==> src/rtl/chop_pkg.sv <==
package chop_pkg;

  typedef enum logic [2:0] {
    ST_IDLE  = 3'd0,
    ST_DRIVE = 3'd1,
    ST_FAST  = 3'd2,
    ST_OFF   = 3'd3,
    ST_SLOW  = 3'd4
  } chop_st_e;

  // percent of full scale for each current code
  function automatic logic [6:0] code_to_pct(input logic [2:0] code);
    logic [6:0] p;
    case (code)
      3'd0:    p = 7'd20;
      3'd1:    p = 7'd38;
      3'd2:    p = 7'd56;
      3'd3:    p = 7'd71;
      3'd4:    p = 7'd83;
      3'd5:    p = 7'd92;
      3'd6:    p = 7'd98;
      default: p = 7'd100;
    endcase
    return p;
  endfunction

  // gate vector {hs1, ls1, hs2, ls2} for a state and polarity
  function automatic logic [3:0] gates_for(input chop_st_e st, input logic ph);
    logic [3:0] g;
    case (st)
      ST_DRIVE: g = ph ? 4'b1001 : 4'b0110;
      ST_FAST:  g = ph ? 4'b0110 : 4'b1001;
      ST_SLOW:  g = 4'b0101;
      default:  g = 4'b0000;
    endcase
    return g;
  endfunction

endpackage

==> src/rtl/chop_period_timer.sv <==
module chop_period_timer #(
  parameter int PERIOD_CYC = 2000,
  parameter int CW         = 11
) (
  input  logic          clk,
  input  logic          rst_n,
  input  logic          halt,
  output logic [CW-1:0] cnt
);
  localparam logic [CW-1:0] LAST_T = CW'(PERIOD_CYC - 1);

  logic period_wrap;
  assign period_wrap = (cnt == LAST_T);

  always_ff @(posedge clk or negedge rst_n) begin
    if (!rst_n)           cnt <= '0;
    else if (halt)        cnt <= '0;
    else if (period_wrap) cnt <= '0;
    else                  cnt <= cnt + 1'b1;
  end

  a_r3_cnt_range: assert property (@(posedge clk) disable iff (!rst_n)
    cnt <= LAST_T);

  a_r3_wraps_to_zero: assert property (@(posedge clk) disable iff (!rst_n || halt)
    (cnt == LAST_T) |=> (cnt == '0));

  a_r10_halt_restart: assert property (@(posedge clk) disable iff (!rst_n)
    halt |=> (cnt == '0));

endmodule

==> src/rtl/chop_phase_fsm.sv <==
module chop_phase_fsm
  import chop_pkg::*;
#(
  parameter int PERIOD_CYC = 2000,
  parameter int BLANK_CYC  = 375,
  parameter int MIX_CYC    = 1500,
  parameter int CW         = 11
) (
  input  logic          clk,
  input  logic          rst_n,
  input  logic          halt,
  input  logic [CW-1:0] cnt,
  input  logic          en,
  input  logic          mixed,
  input  logic          trip,
  input  logic          zero,
  output chop_st_e      st,
  output logic          sense_open
);
  localparam logic [CW-1:0] BLANK_T  = CW'(BLANK_CYC);
  localparam logic [CW-1:0] MIX_LAST = CW'(MIX_CYC - 1);
  localparam logic [CW-1:0] LAST_T   = CW'(PERIOD_CYC - 1);

  logic period_start, mix_point, trip_seen;
  assign period_start = (cnt == '0);
  assign mix_point    = (cnt == MIX_LAST);
  assign sense_open   = (cnt >= BLANK_T);
  assign trip_seen    = sense_open && trip;

  always_ff @(posedge clk or negedge rst_n) begin
    if (!rst_n) begin
      st <= ST_IDLE;
    end else if (halt || !en) begin
      st <= ST_IDLE;
    end else if (period_start) begin
      st <= ST_DRIVE;
    end else begin
      case (st)
        ST_DRIVE: if (trip_seen) begin
          if (!mixed)               st <= ST_SLOW;
          else if (cnt >= MIX_LAST) st <= ST_SLOW;
          else                      st <= ST_FAST;
        end
        ST_FAST:  if (mix_point) st <= ST_SLOW;
                  else if (zero) st <= ST_OFF;
        ST_OFF:   if (mix_point) st <= ST_SLOW;
        default:  st <= st;
      endcase
    end
  end

  a_r4_blank_hold: assert property (@(posedge clk) disable iff (!rst_n || halt || !en)
    (st == ST_DRIVE && cnt != '0 && cnt < BLANK_T) |=> (st == ST_DRIVE));

  a_r5_slow_hold: assert property (@(posedge clk) disable iff (!rst_n || halt || !en)
    (st == ST_SLOW && cnt != '0 && cnt != LAST_T) |=> (st == ST_SLOW));

  a_r6_fast_window: assert property (@(posedge clk) disable iff (!rst_n)
    (st == ST_FAST) |-> (cnt <= MIX_LAST));

  a_r7_zero_stops: assert property (@(posedge clk) disable iff (!rst_n || halt || !en)
    (st == ST_FAST && zero && !mix_point && cnt != '0) |=> (st == ST_OFF));

  a_r2_idle_off: assert property (@(posedge clk) disable iff (!rst_n)
    (!en) |=> (st == ST_IDLE));

endmodule

==> src/rtl/chop_gate_seq.sv <==
module chop_gate_seq #(
  parameter int DEAD_CYC = 4
) (
  input  logic       clk,
  input  logic       rst_n,
  input  logic       halt,
  input  logic [3:0] tgt,
  output logic [3:0] gate,
  output logic       dead_busy
);
  localparam int DW = $clog2(DEAD_CYC + 2);
  localparam logic [DW-1:0] DEAD_T = DW'(DEAD_CYC);

  logic [3:0]    gate_q;
  logic [DW-1:0] dc;
  logic          must_drop;

  assign must_drop = |(gate_q & ~tgt);
  assign dead_busy = (dc != '0);
  assign gate      = gate_q & {4{~halt}};

  always_ff @(posedge clk or negedge rst_n) begin
    if (!rst_n) begin
      gate_q <= '0;
      dc     <= '0;
    end else if (halt) begin
      gate_q <= '0;
      dc     <= DEAD_T;
    end else if (must_drop) begin
      gate_q <= gate_q & tgt;
      dc     <= DEAD_T;
    end else if (dead_busy) begin
      dc     <= dc - 1'b1;
    end else begin
      gate_q <= tgt;
    end
  end

  a_r9_no_shoot: assert property (@(posedge clk) disable iff (!rst_n)
    !(gate[3] && gate[2]) && !(gate[1] && gate[0]));

  a_r9_no_on_in_gap: assert property (@(posedge clk) disable iff (!rst_n)
    dead_busy |=> ((gate_q & ~$past(gate_q)) == 4'b0000));

endmodule

==> src/rtl/winding_chopper.sv <==
module winding_chopper
  import chop_pkg::*;
#(
  parameter int CLK_HZ    = 100_000_000,
  parameter bit HIGH_RATE = 1'b0,
  parameter int BLANK_NS  = 3750,
  parameter int DEAD_CYC  = 4
) (
  input  logic       clk,
  input  logic       rst_n,
  input  logic       halt,
  input  logic       bridge_en,
  input  logic       dir_phase,
  input  logic [2:0] cur_code,
  input  logic       decay_mixed,
  input  logic       trip_flag,
  input  logic       zero_flag,
  output logic       hs1,
  output logic       ls1,
  output logic       hs2,
  output logic       ls2,
  output logic [6:0] ref_pct
);
  localparam longint PWM_HZ     = HIGH_RATE ? 64'd100_000 : 64'd50_000;
  localparam int     PERIOD_CYC = int'(longint'(CLK_HZ) / PWM_HZ);
  localparam int     BLANK_CYC  = int'((longint'(CLK_HZ) * longint'(BLANK_NS)) / 64'd1_000_000_000);
  localparam int     MIX_CYC    = (PERIOD_CYC * 3) / 4;
  localparam int     CW         = $clog2(PERIOD_CYC);

  logic [CW-1:0] cnt;
  chop_st_e      st;
  logic          sense_open;
  logic [3:0]    tgt, gate;
  logic          dead_busy;

  chop_period_timer #(.PERIOD_CYC(PERIOD_CYC), .CW(CW)) u_timer (
    .clk(clk), .rst_n(rst_n), .halt(halt), .cnt(cnt)
  );

  chop_phase_fsm #(
    .PERIOD_CYC(PERIOD_CYC), .BLANK_CYC(BLANK_CYC), .MIX_CYC(MIX_CYC), .CW(CW)
  ) u_fsm (
    .clk(clk), .rst_n(rst_n), .halt(halt), .cnt(cnt), .en(bridge_en),
    .mixed(decay_mixed), .trip(trip_flag), .zero(zero_flag),
    .st(st), .sense_open(sense_open)
  );

  assign tgt = gates_for(st, dir_phase);

  chop_gate_seq #(.DEAD_CYC(DEAD_CYC)) u_seq (
    .clk(clk), .rst_n(rst_n), .halt(halt), .tgt(tgt),
    .gate(gate), .dead_busy(dead_busy)
  );

  assign {hs1, ls1, hs2, ls2} = gate;
  assign ref_pct = code_to_pct(cur_code);

  a_r10_release_gap: assert property (@(posedge clk) disable iff (!rst_n)
    $fell(halt) |-> ({hs1, ls1, hs2, ls2} == 4'b0000));

  a_r8_pct_range: assert property (@(posedge clk) disable iff (!rst_n)
    (ref_pct >= 7'd20) && (ref_pct <= 7'd100));

endmodule

==> config.mk <==
export PLATFORM = sky130hd
export DESIGN_NAME = winding_chopper
export DESIGN_NICKNAME = d
export VERILOG_FILES = /design/src/rtl/chop_pkg.sv /design/src/rtl/chop_period_timer.sv /design/src/rtl/chop_phase_fsm.sv /design/src/rtl/chop_gate_seq.sv /design/src/rtl/winding_chopper.sv
export SDC_FILE = /design/constraint.sdc
export NUM_CORES = 1
export LEC_CHECK = 0
export ABC_AREA = 1
export CAP_MARGIN = 20
export CORE_MARGIN = 4
export CORE_UTILIZATION = 32
export DETAILED_ROUTE_END_ITERATION = 10
export GPL_ROUTABILITY_DRIVEN = 0
export HOLD_SLACK_MARGIN = 0.03
export SYNTH_ARGS = -nofsm -noshare
export SYNTH_HDL_FRONTEND = slang
export SYNTH_HIERARCHICAL = 1
export SYNTH_SLANG_ARGS = --single-unit
export TNS_END_PERCENT = 30
==> constraint.sdc <==
create_clock -name clk -period 1.8 [get_ports clk]
set_input_delay 0.36 -clock clk [delete_from_list [all_inputs] [get_ports clk]]
set_output_delay 0.36 -clock clk [all_outputs]
set_load 0.1 [all_outputs]
# Yosys cells after proc, flatten, opt, wreduce, memory -nomap -nowiden
# Index checks and enable logic that the tools add are counted.
[classes] n_lt_le_gt_ge=2 eq_ne=16 bitwise=5 n_addsub=2 reduce_logical=10 n_mux=21
[op_table] op="7-bit one-hot mux with 7 select lines" count=1
[op_table] op="3-bit two-way mux" count=11
[op_table] op="11-bit equality test, second input constant" count=2
[op_table] op="11-bit two-way mux" count=2
[op_table] op="4-bit two-way mux" count=5
[op_table] op="4-bit bitwise AND" count=3
[op_table] op="3-bit by 2-bit equality test with 1-bit output, second input constant" count=4
[op_table] op="3-bit equality test, second input constant" count=4
[op_table] op="4-bit one-hot mux with 3 select lines" count=1
[op_table] op="11-bit by 1-bit adder with 11-bit output, second input constant" count=1
[op_table] op="11-bit greater-or-equal comparator, second input constant" count=1
[op_table] op="11-bit by 9-bit greater-or-equal comparator with 1-bit output, second input constant" count=1
[op_table] op="11-bit logical NOT" count=1
[op_table] op="3-bit one-hot mux with 3 select lines" count=1
[op_table] op="4-bit by 1-bit inequality test with 1-bit output, second input constant" count=2
[op_table] op="3-bit by 1-bit equality test with 1-bit output, second input constant" count=2
[op_table] op="3-bit nonzero test" count=2
[op_table] op="5-bit by 2-bit inequality test with 1-bit output, second input constant" count=1
[op_table] op="5-bit nonzero test" count=1
[op_table] op="4-bit NOT" count=1
[op_table] op="4-bit AND reduction" count=1
[op_table] op="4-bit OR reduction" count=1
[op_table] op="3-bit logical NOT" count=1
[op_table] op="3-bit by 2-bit inequality test with 1-bit output, second input constant" count=1
[op_table] op="5 further kinds" count=5
[word_totals] output_inout_bits=11 reg_bits=21

# Logic depth before layout (Yosys ltp)
# Gate-level depths: netlist of the first run.
[depth] word_depth=7 mapped_depth=11 ltp_nobuf=11

# Cells and area by module
# The synthesis of the first run kept the hierarchy.
[modules_own_cells] module="chop_period_timer" seq_area_each_um2=275.3 cells_each=68 n_inst=1 area_each_um2=594.3
[modules_own_cells] module="chop_gate_seq" seq_area_each_um2=175.2 cells_each=66 n_inst=1 area_each_um2=489.2
[modules_own_cells] module="chop_phase_fsm" seq_area_each_um2=75.1 cells_each=77 n_inst=1 area_each_um2=415.4
[modules_own_cells] module="winding_chopper" seq_area_each_um2=0.0 cells_each=31 n_inst=1 area_each_um2=151.4

# Worst setup path before layout of the first run
# No wires, ideal clock.
[synth_timing] kind="input to output" startpoint="input cur_code[1]" endpoint="output ref_pct[2]" cell_stages=1 slack_ps=-1033 n_path_buf=0 arrival_time_ps=2473 path_cell_list="o21ai_0"
[synth_via] elab_chain_cells=2 elab_cells_between_ends=8 cone_classes="6 x eq/ne; 1 x mux; 1 x reduce/logical"
[synth_lines] item="start, declared" line="winding_chopper.sv:14" source="input logic [2:0] cur_code,"
[synth_lines] item="3-bit equality test, or another cell as far along" line="chop_pkg.sv:14" source="case (code)"
[synth_lines] item="7-bit one-hot mux with 7 select lines *" line="chop_pkg.sv:14"
[synth_lines] item="end, declared" line="winding_chopper.sv:22" source="output logic [6:0] ref_pct"
# Every way passes the cells marked *; elsewhere a longest branch is shown, timed or not.

# Worst setup path after layout of the first run
[layout_timing] startpoint="input halt" endpoint="output ls2"
[layout_via] elab_chain_cells=2
[layout_lines] item="start, declared" line="winding_chopper.sv:11" source="input logic halt,"
[layout_lines] item="1-bit NOT" line="chop_gate_seq.sv:20" source="assign gate = gate_q & {4{~halt}};"
[layout_lines] item="4-bit bitwise AND" line="chop_gate_seq.sv:20"
[layout_lines] item="end, declared" line="winding_chopper.sv:21" source="output logic ls2,"
# Every way passes these cells.

==> results of run 1 <==
[cell type report]
class | instances | area share, %
Multi-Input combinational cell | 175 | 44.9
Sequential cell | 21 | 23.3
Timing Repair Buffer | 32 | 18.1
Inverter | 44 | 8.00
Tap cell | 67 | 3.72
Clock buffer | 4 | 2.00
[critical path, stage by stage]
cell	delay, ns
clkdlybuf4s50_1	0.53
nor2_1	0.24
buf_12	0.20
[state kept, by name, indices dropped and copies added, names as in the netlist]
name,flops
u_fsm/st,3
u_seq/dc,3
u_seq/gate_q,4
u_timer/cnt,11
[power by group through the flow]
stage / registers [uW] / clock network, uW / logic [uW]
CTS: 604 / 335 / 1180
floorplan: 605 / 0 / 854
detailed placement: 614 / 0 / 1170
global placement: 613 / 0 / 1160
global route: 617 / 351 / 1270
finish: 605 / 313 / 1170
[cells in the final DEF (no fill, tap or decap), types with 5 or more instances in the layout]
cell type / n
buf_12: 11
nand4_1: 6
clkdlybuf4s50_1: 7
inv_2: 6
nand2_4: 6
a21oi_1: 6
buf_4: 9
nand2_2: 7
nand2_1: 64
nor2_1: 31
inv_1: 36
nor2_4: 5
nand3_1: 16
dfrtp_1: 21
[worst min-delay path by stage]
stage,endpoint,cells past startpoint
6_report,u_timer/cnt[4],2
3_5_place_dp,u_seq/dc[0],2
4_1_cts,u_timer/cnt[4],2
2_1_floorplan,u_fsm/st[0],0
3_3_place_gp,u_seq/dc[0],2
5_1_grt,u_timer/cnt[7],2
[what timing repair did]
action                                  CTS  global route
resized for setup                        10             0
endpoints found under the setup margin    7             0
buffers inserted                          1             0
[metrics by stage]
stage / setup TNS [ns] / std cells / util (%) / instance area (um2)
floorplan: -1.88 / 240 / - / 1700
global placement: -0.493 / 338 / 44.9 / 2180
detailed placement: -0.634 / 338 / 44.9 / 2180
CTS: 0 / 343 / 46.5 / 2250
global route: 0 / 343 / 46.5 / 2250
finish: 0 / 343 / 46.5 / 2250
[per-layer routing]
metal	GRT usage, %	vias to the layer above	part of all wire, %	wire length [um]
li1	-	818	-	-
met1	16.0	669	49	1730
met2	20.9	15	45	1590
met3	3.27	2	4.6	162
met4	3.09	0	0.97	34
met5	0	-	0	0
==> results.cfg, run 1 <==
[route]
drtAntennaViolNets = 0
first_pass_iters = 4
wl_per_cell_um = 10.3
drc = 0
routed_wl_mm = 3.52
drt_iter0_drc = 53
vias = 1504
viasPerCell = 4.38

[yosys]
postSynthAreaPerCell_um2 = 6.83
synth_nets = 254
synthCells = 240
syn_area_um2 = 1640
yosys_warnings = 6

[timing]
setup_ws_ns = 0.107
max_slew_margin_pct = 81.4
period_minus_slack_ns = 1.69
grt_setup_unrepaired = false
hold_viol = 0
fin_crit_sh_pct = 94.1
drv_slew = 0
fmax_ghz = 0.591
fin_hold_ws_ns = 0.435
worstMarginPinSlew_ns = 0.278
setup_viol = 0
fin_worst_skew_ns = 0.00693

[floorplan]
die_h_um = 79.6
die_w_um = 79.6
core_um2 = 4850
initial_core_util_pct = 33.8
io_pins = 22
die_area_um2 = 6330
row_count = 25

[outcome]
status = finished, final reports clean

[clock_network]
ctsRootBufferMaster = clkbuf_8
cts_hold_buffers = 0
clk_latency_ns = 0.26
cts_buffers = 3
h-tree-depth = 1
cts_tree = built
cts_buffer_depth = 2
clk_pin_slew_ns = 0.08
cts.sinks = 21

[place]
numPortBuffers = 21
pre_cts_ws_ns = -0.147
dpl.hpwl_mm = 2.78

[worst_setup_path]
startpoint_type = primary input
endpoint = ls2
rrSetupSlack_ns = 0.29
required_ns = 1.44
end_kind = primary output
worstSetupPathType = in2out
rr_startpoint = u_fsm/st[0]
reg2reg_to = u_seq/gate_q[3]
cp_max_fo = 6
crit_arrival_ns = 1.33
crit_path_start = halt
r2r_cells = 11

[global_routing]
grt_pass1_wl_mm = 6.42
gr-total-overflow = 0
track_usage_pct = 12.5
grt_max_degree = 22
grt_antenna_before_repair = 0
grt_pass1_vias = 1490

[layout]
synthToLayoutAreaGrowth_pct = 37.4
nets = 291
diodes = 0
layout-drive-gt1-share_pct = 25.4
fillCellCount = 490
multi_input_area_um2 = 1010
ff_latch_area_um2 = 526

[power_and_ir_drop]
leakage_uw = 0.00108
swShare_pct = 45.7
total_power_uw = 2090
combPwrFrac_pct = 56.0
power.density_nw_per_um2 = 927
clkPwrFrac_pct = 15.0
switchingPower_uw = 955
peakVddDrop_mv = 0.510
power_frac_seq_pct = 29.0
intPower_uw = 1130

[hold_path]
hp-class = in2async

[run]
max_cap_violations = 0
Power figures use the tool's default switching activity.
==> run 2, diff against run 1 <==
--- a/config.mk
+++ b/config.mk
@@ -9,6 +9,7 @@
 export CAP_MARGIN = 20
 export CORE_MARGIN = 4
 export CORE_UTILIZATION = 32
+export CTS_CLUSTER_DIAMETER = 200
 export DETAILED_ROUTE_END_ITERATION = 10
 export GPL_ROUTABILITY_DRIVEN = 0
 export HOLD_SLACK_MARGIN = 0.03
==> results of run 2 <==
Same layout as run 1: the final DEF is identical, and so are final timing and power.
==> run 3, diff against run 2 <==
--- a/config.mk
+++ b/config.mk
@@ -9,10 +9,12 @@
 export CAP_MARGIN = 20
 export CORE_MARGIN = 4
 export CORE_UTILIZATION = 32
-export CTS_CLUSTER_DIAMETER = 200
+export CTS_CLUSTER_DIAMETER = 80
 export DETAILED_ROUTE_END_ITERATION = 10
 export GPL_ROUTABILITY_DRIVEN = 0
 export HOLD_SLACK_MARGIN = 0.03
+export PLACE_DENSITY_LB_ADDON = 0.12
+export SKIP_LAST_GASP = 1
 export SYNTH_ARGS = -nofsm -noshare
 export SYNTH_HDL_FRONTEND = slang
 export SYNTH_HIERARCHICAL = 1
==> run 3 against run 2 <==
  * Sequential cell count is the same
  * First-iteration DRC count grew 85%
  * Combinational power is essentially flat
  * Die area is the same
  * Wire length grew 3.1%
  * Worst setup slack lost 0.051 ns
  * Critical path type unchanged
  * Highest routed layer unchanged
==> results.cfg, run 3 (synthesis results as in run 1) <==
[outcome]
status = finished, final reports clean

[place]
numPortBuffers = 21
dpl.hpwl_mm = 2.73

[worst_setup_path]
worstPathCellList = clkdlybuf4s50_1, nor2_1, buf_12
required_ns = 1.44
crit_slowest_cell = clkdlybuf4s50_1
slowest_delay_ns = 0.56
worstSetupPathType = in2out
crit_family = buffers and inverters
crit_buf_inv = 2
cp_max_fo = 7
startpoint_type = primary input
crit_arrival_ns = 1.38
end_kind = primary output

[floorplan]
initial_core_util_pct = 33.8
row_count = 25
die_area_um2 = 6330
io_pins = 22
die_h_um = 79.6
core_um2 = 4850
die_w_um = 79.6

[route]
viasPerCell = 4.36
drc = 0
drtAntennaViolNets = 0
wl_met2_mm = 1.67
top_layer = met4
vias = 1496
wl_met3_um = 151
drt_iter0_drc = 98
met1Wirelength_mm = 1.75
routed_wl_mm = 3.63
first_pass_iters = 6
wl_per_cell_um = 10.6

[clock_network]
clk_latency_ns = 0.26
cts_tree = built
h-tree-depth = 1
ctsRootBufferMaster = clkbuf_8
cts_buffer_depth = 2
cts.sinks = 21
clk_pin_slew_ns = 0.08
cts_buffers = 3
cts_hold_buffers = 0

[power_and_ir_drop]
intPower_uw = 1130
power.density_nw_per_um2 = 927
leakage_uw = 0.00109
swShare_pct = 45.8
clkPwrFrac_pct = 15.3
switchingPower_uw = 958
peakVddDrop_mv = 0.656
combPwrFrac_pct = 55.7
power_frac_seq_pct = 29.0

[layout]
reg_top3 = u_timer/cnt: 11 flops, u_seq/gate_q: 4 flops
fillCellCount = 500
layout.cells.most_common = nand2_1
largest_register_ff_count = 11
diodes = 0
final_core_util_pct = 46.5
final_cell_mix = nand2_1 (64), inv_1 (36), nor2_1 (31)
layout-drive-gt1-share_pct = 25.4
synthToLayoutAreaGrowth_pct = 37.6
top_register = u_timer/cnt
nets = 291

[timing]
worstMarginPinSlew_ns = 0.302
fin_worst_skew_ns = 0.00607
period_minus_slack_ns = 1.74
hold_viol = 0
max_slew_margin_pct = 79.8
setup_viol = 0
fin_hold_ws_ns = 0.437
fmax_ghz = 0.573
fin_crit_sh_pct = 96.9
grt_setup_unrepaired = true
drv_slew = 0

[global_routing]
track_usage_pct = 12.8
grt_antenna_before_repair = 0
grt_max_degree = 22
grt_pass1_vias = 1410
grt_pass1_wl_mm = 6.36
gr-total-overflow = 0

[run]
max_cap_violations = 0

[hold_path]
hp-class = in2async
==> run 3: final timing paths <==
path | from | to | slack (ns) | depth (start not counted)
worst max-delay path | halt | ls2 | 0.06 | 3
max in group asynchronous | rst_n | u_seq/dc[0] | 1.14 | 2
worst max register to register | u_fsm/st[0] | u_seq/gate_q[1] | 0.32 | 11
worst min register to register | u_seq/dc[1] | u_seq/dc[1] | 0.53 | 2
worst min-delay path | rst_n | u_seq/gate_q[3] | 0.44 | 2
min in group clk | u_seq/dc[1] | u_seq/dc[1] | 0.53 | 2
==> run 3: final cells by class <==
class / instances / area [um2] / share of cell area, %
repair buffers: 32 / 410 / 18.2
flip-flops and latches: 21 / 526 / 23.3
well taps: 67 / 83.8 / 3.72
inverters: 44 / 180 / 7.99
multi-input cells: 175 / 1010 / 44.8
clock buffers: 4 / 45.0 / 2.00
==> run 3: power by group through the flow <==
stage	registers, uW	logic, uW	clock network (uW)
after CTS	607	1180	341
final	607	1160	321
after global placement	614	1170	0
after detailed placement	616	1170	0
after floorplan	605	854	0
after global routing	615	1280	359
==> run 3: timing repair <==
action / in CTS / in global routing
buffers inserted: 1 / 0
cloned: 0 / 0
endpoints found under the setup margin: 7 / 6
resized for setup: 9 / 1
pin swaps: 2 / 0
==> run 3: metal layers <==
layer	up-vias	track usage [%]
li1	814	-
met1	658	16.6
met2	20	21.0
met3	4	1.81
met4	0	5.67
met5	-	0
==> run 3: per-stage QoR <==
step	instance area, um2	instances	TNS [ns]	power (uW)	worst slack [ns]
CTS	2250	343	-0.0415	2130	-0.0227
global placement	2180	338	-0.559	1780	-0.136
floorplan	1700	240	-1.88	1460	-0.523
finish	2260	343	0	2090	0.0555
global route	2260	343	-0.00167	2260	-0.00167
detailed placement	2180	338	-0.482	1790	-0.148
==> run 3: worst register-to-register path: cells and delay by family (launching register included) <==
kind                   cells  cell delay (ns)
buffers and inverters      3             0.22
and+or+nand+nor            8             0.76
DFF                        1             0.45
